### src/rtl/adc_rd_pkg.sv
package adc_rd_pkg;
  typedef enum logic [1:0] {
    ST_IDLE  = 2'd0,
    ST_PULSE = 2'd1,
    ST_WAIT  = 2'd2,
    ST_READ  = 2'd3
  } rd_state_e;
endpackage

### src/rtl/adc_rd_trigger.sv
module adc_rd_trigger #(
  parameter int PERIOD = 10000
) (
  input  logic clk,
  input  logic rst,
  input  logic periodic_en,
  input  logic start_req,
  output logic trig
);
  localparam int CW = $clog2(PERIOD + 1);

  logic [CW-1:0] cnt_q;
  logic          tick_q;

  always_ff @(posedge clk) begin
    if (rst) begin
      cnt_q  <= '0;
      tick_q <= 1'b0;
    end else begin
      tick_q <= 1'b0;
      if (!periodic_en) begin
        cnt_q <= '0;
      end else if (cnt_q == CW'(PERIOD - 1)) begin
        cnt_q  <= '0;
        tick_q <= 1'b1;
      end else begin
        cnt_q <= cnt_q + 1'b1;
      end
    end
  end

  assign trig = start_req | tick_q;
endmodule

### src/rtl/adc_rd_busy_mon.sv
module adc_rd_busy_mon #(
  parameter int STAGES  = 2,
  parameter int TIMEOUT = 5000
) (
  input  logic clk,
  input  logic rst,
  input  logic busy_in,
  input  logic wait_en,
  output logic busy_fall,
  output logic timeout
);
  localparam int TW = $clog2(TIMEOUT + 1);

  logic [STAGES-1:0] sync_q;
  logic              prev_q;
  logic [TW-1:0]     cnt_q;

  always_ff @(posedge clk) begin
    if (rst) begin
      sync_q <= '0;
      prev_q <= 1'b0;
    end else begin
      sync_q <= {sync_q[STAGES-2:0], busy_in};
      prev_q <= sync_q[STAGES-1];
    end
  end

  assign busy_fall = prev_q & ~sync_q[STAGES-1];

  always_ff @(posedge clk) begin
    if (rst || !wait_en) begin
      cnt_q <= '0;
    end else if (cnt_q != TW'(TIMEOUT - 1)) begin
      cnt_q <= cnt_q + 1'b1;
    end
  end

  assign timeout = wait_en && (cnt_q == TW'(TIMEOUT - 1));
endmodule

### src/rtl/adc_rd_shifter.sv
module adc_rd_shifter #(
  parameter int SCK_HALF = 2,
  parameter int FRAME_W  = 16
) (
  input  logic               clk,
  input  logic               rst,
  input  logic               start,
  input  logic               sdata_in,
  output logic               sclk,
  output logic               done,
  output logic [FRAME_W-1:0] frame
);
  localparam int HW = (SCK_HALF > 1) ? $clog2(SCK_HALF) : 1;
  localparam int BW = $clog2(FRAME_W + 1);

  logic               active_q;
  logic               sclk_q;
  logic               done_q;
  logic [HW-1:0]      hcnt_q;
  logic [BW-1:0]      bits_q;
  logic [FRAME_W-1:0] shreg_q;

  always_ff @(posedge clk) begin
    if (rst) begin
      active_q <= 1'b0;
      sclk_q   <= 1'b0;
      done_q   <= 1'b0;
      hcnt_q   <= '0;
      bits_q   <= '0;
      shreg_q  <= '0;
    end else begin
      done_q <= 1'b0;
      if (start && !active_q) begin
        active_q <= 1'b1;
        sclk_q   <= 1'b1;
        hcnt_q   <= '0;
        bits_q   <= '0;
      end else if (active_q) begin
        if (hcnt_q == HW'(SCK_HALF - 1)) begin
          hcnt_q <= '0;
          if (sclk_q) begin
            // falling edge: take the bit still held from the previous edge
            sclk_q  <= 1'b0;
            shreg_q <= {shreg_q[FRAME_W-2:0], sdata_in};
            if (bits_q == BW'(FRAME_W - 1)) begin
              active_q <= 1'b0;
              done_q   <= 1'b1;
            end else begin
              bits_q <= bits_q + 1'b1;
            end
          end else begin
            sclk_q <= 1'b1;
          end
        end else begin
          hcnt_q <= hcnt_q + 1'b1;
        end
      end
    end
  end

  assign sclk  = sclk_q;
  assign done  = done_q;
  assign frame = shreg_q;
endmodule

### src/rtl/adc_rd_ctrl.sv
module adc_rd_ctrl
  import adc_rd_pkg::*;
#(
  parameter int SYS_CLK_PS  = 20000,
  parameter int SCK_HALF    = 2,
  parameter int SETUP_PS    = 5000,
  parameter int CNV_W       = 3,
  parameter int FRAME_W     = 16,
  parameter int RES_W       = 14,
  parameter int SYNC_STAGES = 2,
  parameter int TIMEOUT     = 5000,
  parameter int PERIOD      = 10000
) (
  input  logic               clk,
  input  logic               rst,
  input  logic               start_req,
  input  logic               periodic_en,
  input  logic               sleep_mode,
  input  logic               bipolar,
  input  logic               adc_busy,
  input  logic               adc_sdata,
  output logic               adc_cnvst_n,
  output logic               adc_sclk,
  output logic [FRAME_W-1:0] sample_data,
  output logic               sample_valid,
  output logic               frame_err,
  output logic               timeout_err
);
  localparam int LEAD        = FRAME_W - RES_W;
  localparam int PW          = $clog2(CNV_W + 1);
  localparam int MIN_PHASE_PS = 31250;
  localparam int ACCESS_PS   = 60000;
  localparam int MIN_CNV_PS  = 40000;

  if (SCK_HALF * SYS_CLK_PS < MIN_PHASE_PS) begin : g_bad_phase
    $error("serial clock phase shorter than 31.25 ns");
  end
  if (2 * SCK_HALF * SYS_CLK_PS < ACCESS_PS + SETUP_PS) begin : g_bad_access
    $error("serial clock period shorter than data access plus setup");
  end
  if (CNV_W * SYS_CLK_PS < MIN_CNV_PS) begin : g_bad_cnv
    $error("conversion-start pulse shorter than 40 ns");
  end
  if (LEAD < 1 || SYNC_STAGES < 2) begin : g_bad_shape
    $error("frame must have leading bits and sync needs two stages");
  end

  rd_state_e          state_q;
  logic [PW-1:0]      pw_cnt_q;
  logic               sleep_q;
  logic               bip_q;
  logic               cnvst_n_q;
  logic [FRAME_W-1:0] sample_q;
  logic               valid_q;
  logic               ferr_q;
  logic               terr_q;

  logic               trig;
  logic               busy_fall;
  logic               tmo;
  logic               shift_start;
  logic               shift_done;
  logic [FRAME_W-1:0] frame_w;
  logic [FRAME_W-1:0] ext_w;
  logic               lead_bad;

  adc_rd_trigger #(.PERIOD(PERIOD)) trig_i (
    .clk         (clk),
    .rst         (rst),
    .periodic_en (periodic_en),
    .start_req   (start_req),
    .trig        (trig)
  );

  adc_rd_busy_mon #(.STAGES(SYNC_STAGES), .TIMEOUT(TIMEOUT)) busy_i (
    .clk       (clk),
    .rst       (rst),
    .busy_in   (adc_busy),
    .wait_en   (state_q == ST_WAIT),
    .busy_fall (busy_fall),
    .timeout   (tmo)
  );

  assign shift_start = (state_q == ST_WAIT) && busy_fall && !tmo;

  adc_rd_shifter #(.SCK_HALF(SCK_HALF), .FRAME_W(FRAME_W)) shift_i (
    .clk      (clk),
    .rst      (rst),
    .start    (shift_start),
    .sdata_in (adc_sdata),
    .sclk     (adc_sclk),
    .done     (shift_done),
    .frame    (frame_w)
  );

  // upper bits: copy of result MSB (signed) or zero (unsigned)
  for (genvar i = RES_W; i < FRAME_W; i++) begin : g_ext
    assign ext_w[i] = bip_q & frame_w[RES_W-1];
  end
  assign ext_w[RES_W-1:0] = frame_w[RES_W-1:0];
  assign lead_bad         = |frame_w[FRAME_W-1:RES_W];

  always_ff @(posedge clk) begin
    if (rst) begin
      state_q   <= ST_IDLE;
      pw_cnt_q  <= '0;
      sleep_q   <= 1'b0;
      bip_q     <= 1'b0;
      cnvst_n_q <= 1'b1;
      sample_q  <= '0;
      valid_q   <= 1'b0;
      ferr_q    <= 1'b0;
      terr_q    <= 1'b0;
    end else begin
      valid_q <= 1'b0;
      ferr_q  <= 1'b0;
      terr_q  <= 1'b0;
      unique case (state_q)
        ST_IDLE: begin
          cnvst_n_q <= ~sleep_mode;
          pw_cnt_q  <= '0;
          if (trig) begin
            sleep_q   <= sleep_mode;
            bip_q     <= bipolar;
            cnvst_n_q <= sleep_mode;  // low pulse when awake, high pulse when asleep
            state_q   <= ST_PULSE;
          end
        end
        ST_PULSE: begin
          if (pw_cnt_q == PW'(CNV_W - 1)) begin
            cnvst_n_q <= ~sleep_q;
            state_q   <= ST_WAIT;
          end else begin
            pw_cnt_q <= pw_cnt_q + 1'b1;
          end
        end
        ST_WAIT: begin
          if (tmo) begin
            terr_q  <= 1'b1;
            state_q <= ST_IDLE;
          end else if (busy_fall) begin
            state_q <= ST_READ;
          end
        end
        ST_READ: begin
          if (shift_done) begin
            sample_q <= ext_w;
            valid_q  <= 1'b1;
            ferr_q   <= lead_bad;
            state_q  <= ST_IDLE;
          end
        end
        default: state_q <= ST_IDLE;
      endcase
    end
  end

  assign adc_cnvst_n  = cnvst_n_q;
  assign sample_data  = sample_q;
  assign sample_valid = valid_q;
  assign frame_err    = ferr_q;
  assign timeout_err  = terr_q;
endmodule

### config.mk
export PLATFORM = sky130hd
export DESIGN_NAME = adc_rd_ctrl
export DESIGN_NICKNAME = d
export VERILOG_FILES = /design/src/rtl/adc_rd_pkg.sv /design/src/rtl/adc_rd_trigger.sv /design/src/rtl/adc_rd_busy_mon.sv /design/src/rtl/adc_rd_shifter.sv /design/src/rtl/adc_rd_ctrl.sv
export SDC_FILE = /design/constraint.sdc
export NUM_CORES = 1
export LEC_CHECK = 0
export ABC_CLOCK_PERIOD_IN_PS = 2400
export BUFFER_PORTS_ARGS = -buffer_cell sky130_fd_sc_hd__buf_2
export CAP_MARGIN = 0
export CORE_UTILIZATION = 58
export CTS_BUF_LIST = sky130_fd_sc_hd__clkbuf_16
export DETAILED_ROUTE_END_ITERATION = 10
export PLACE_DENSITY = 0.76
export SLEW_MARGIN = 20
export SYNTH_ARGS = -nofsm -noshare
export SYNTH_HDL_FRONTEND = slang
export SYNTH_SLANG_ARGS = --single-unit
### constraint.sdc
create_clock -name clk -period 2.4 [get_ports clk]
set_clock_uncertainty 0.15 [all_clocks]
set_input_delay 0.12 -clock clk [delete_from_list [all_inputs] [get_ports clk]]
set_output_delay 0.12 -clock clk [all_outputs]
set_load 0.01 [all_outputs]
==> reports/metrics.cfg <==
[global_routing]
grt_pass1_vias=2355
met3_usage_pct=3.95
grt_util_met2_pct=36.2
grt_overflow_total=0
met1_usage_pct=28.1
busiest_layer=met2
grtUsageTotal_pct=22.3
antenna_found_initial=0
grt_pass1_wl_um=10300
grt_max_degree=30

[yosys]
synth_seq_area_share_pct=50.9
synth_cell_types=41
ys_seq_elements=81
yosysTopAreaCell=dfxtp_1
syn_avg_cell_area_um2=8.61
ys_top_cells_by_area=dfxtp_1, nand2_1, a21oi_1, xnor2_1, nor2_1
syn-num-nets=383
synthCells=370
syn_area_um2=3180
synth_top_area_share_pct=50.9
yosys_warnings=0

[clocking]
clkSinkCount=81
cts-buffers-inserted=9
clock_latency_ps=330
htree_levels=3
root_buffer=clkbuf_16
post_cts_buffers=0
cts_buffer_depth=2
cts_hold_buf=5
tritoncts=done
cts-resized-gates=0
path_clk_slew_ps=60

[power_and_ir_drop]
irDropWorstVdd_mv=0.401
p_per_area_nw_per_um2=709
leakage_uw=0.00131

[cells_and_area]
syn2layout_area_growth_pct=14.7
fin_util_pct=70.1
num_antenna_cells=0
fin_nets=411
final_area_um2=3650
fill_cells=449
drive_gt1_share_pct=11.9

[placement]
globalplace.congestion=0.810
dpl.hpwl_um=3770
io_buffer_count=28
post_dp_cell_area_um2=3350

[hold_path]
min_path_type=in -> reg
hold_start=rst

[sta]
finalHoldViolations=0
rsz0062_at_grt=false
max_freq_mhz=499
post-route-min-period_ps=2000
slew_headroom_pct=55.1
drv_slew=0
worstMarginPinSlew_ps=674
min_period_over_period_pct=83.5
finalSetupViolCount=0
fin_setup_tns_ps=0

[floorplan]
num_io_pins=29
rows=26
dieArea_um2=5790
dieWidth_um=76.1
core_um2=5200
start_util_pct=61.2
die_y_um=76.1

[detailed_routing]
drc_errors=0
wire_per_inst_um=12.4
drtIter0Drc=145
vias_per_cell=5.35
final_antenna_net_count=0
wl_um=5850
dr.pass1.iters=4
num_vias=2527

[run]
max-cap-violations=0

[outcome]
status=completed

[worst_setup_path]
path_class=reg -> reg
crit_start=busy_i.cnt_q[0]$_SDFFE_PP0P_
cp_max_fo=6
start_kind=register
crit_required_ps=2490
end_kind=register
rr_startpoint=busy_i.cnt_q[0]$_SDFFE_PP0P_
arrival_ps=2090

==> area by class of cell <==
class	instances	area (µm²)	share of cell area (%)
sequential	81	1620	44.4
clock inverter	6	27.5	0.754
inverter	9	33.8	0.925
clock buffer	9	225	6.17
multi-input combinational	261	1440	39.5
tap	70	87.6	2.40
timing repair buffer	36	213	5.83
==> state kept, by name (all words and copies together) (netlist names), 2 cells and up <==
register,flops
shift_i.bits_q,5
pw_cnt_q,2
shift_i.frame,16
trig_i.cnt_q,14
busy_i.sync_q,2
state_q,2
sample_data,15
busy_i.cnt_q,13
==> cell usage after synthesis (all sizes together) <==
cell type and instances:
nor3b 4, o21ai 9, and3 4, clkbuf 16, buf 3, inv 9
or4b 2, a31o 1, or3b 1, nand3b 3, dfxtp 81, nand4bb 1
nand4 3, o211ai 1, or4 2, a21oi 41, a211oi 2, nor2 36
xnor2 16, nor4 5, a21o 2, a2111oi 1, nand2 74, a221oi 1
nor3 8, nor4bb 2, nor2b 4, and4b 1, mux2i 4, xor2 6
nand3 12, nor4b 1, o21a 1, nand2b 1, a31oi 1, ha 5
or3 6
==> stage by stage <==
step                      power, µW  setup slack (ps)  instances  hold WS [ps]
final                          2590               396        472          47.2
after global routing           2680               224        472          67.2
after CTS                      2610               380        472          47.6
after detailed placement       1450               424        452           206
after global placement         1450               507        452           190
after floorplan                1440               496        370          98.2
==> report_power, final <==
group | internal (µW) | switching [µW] | total (µW) | leakage [µW]
Clock | 678 | 481 | 1160 | 0.000133
Sequential | 1360 | 10.3 | 1370 | 0.000654
Combinational | 28.6 | 34.7 | 63.3 | 0.000520
==> path summary, 6_finish.rpt <==
check / endpoint / slack (ps) / cells past startpoint
worst max-delay path: shift_i.bits_q[4]$_SDFFE_PP0P_ / 400 / 5
worst min-delay path: busy_i.sync_q[1]$_SDFF_PP0_ / 50 / 2
worst max register to register: shift_i.bits_q[4]$_SDFFE_PP0P_ / 400 / 5
worst min register to register: busy_i.sync_q[1]$_SDFF_PP0_ / 280 / 1
==> cell families after synthesis <==
| kind of cell | after synthesis | share of synthesized area (%) |
|---|---|---|
| AND/OR/NAND/NOR | 170 | 25.7 |
| flip-flops | 81 | 50.9 |
| multiplexers | 4 | 1.26 |
| adder cells (fa/ha/maj) | 5 | 1.96 |
| XOR/XNOR | 22 | 6.05 |
| AO/OA/AOI/OAI | 60 | 10.3 |
| buffers and inverters | 28 | 3.77 |
==> worst max-delay path, stage by stage, from the launching register on <==
cell       delay [ps]
dfxtp_1           360
ha_1              280
nand3_1           170
nand4bb_1         410
a31o_2            380
a211oi_1          160
==> cells in the final DEF (no fill, tap or decap), types with 4 or more instances in the layout <==
cell	synthesis	routed
a21oi_1	41	41
and3_1	4	4
buf_2	0	28
clkbuf_16	0	9
clkinv_2	0	4
dfxtp_1	81	81
dlygate4sd3_1	0	5
ha_1	5	5
inv_1	9	10
mux2i_1	4	4
nand2_1	74	74
nand3_1	12	12
nor2_1	36	36
nor2b_1	4	4
nor3_1	8	8
nor3b_1	4	4
nor4_1	5	5
o21ai_0	9	9
or3_1	6	6
xnor2_1	16	16
xor2_1	6	6
==> routing by layer <==
metal	part of all wire, %	up-vias
met1	48	1176
met3	3.4	10
met4	2.0	0
li1	-	1299
met5	0	-
met2	46	42
(Power assumes the default switching activity.)
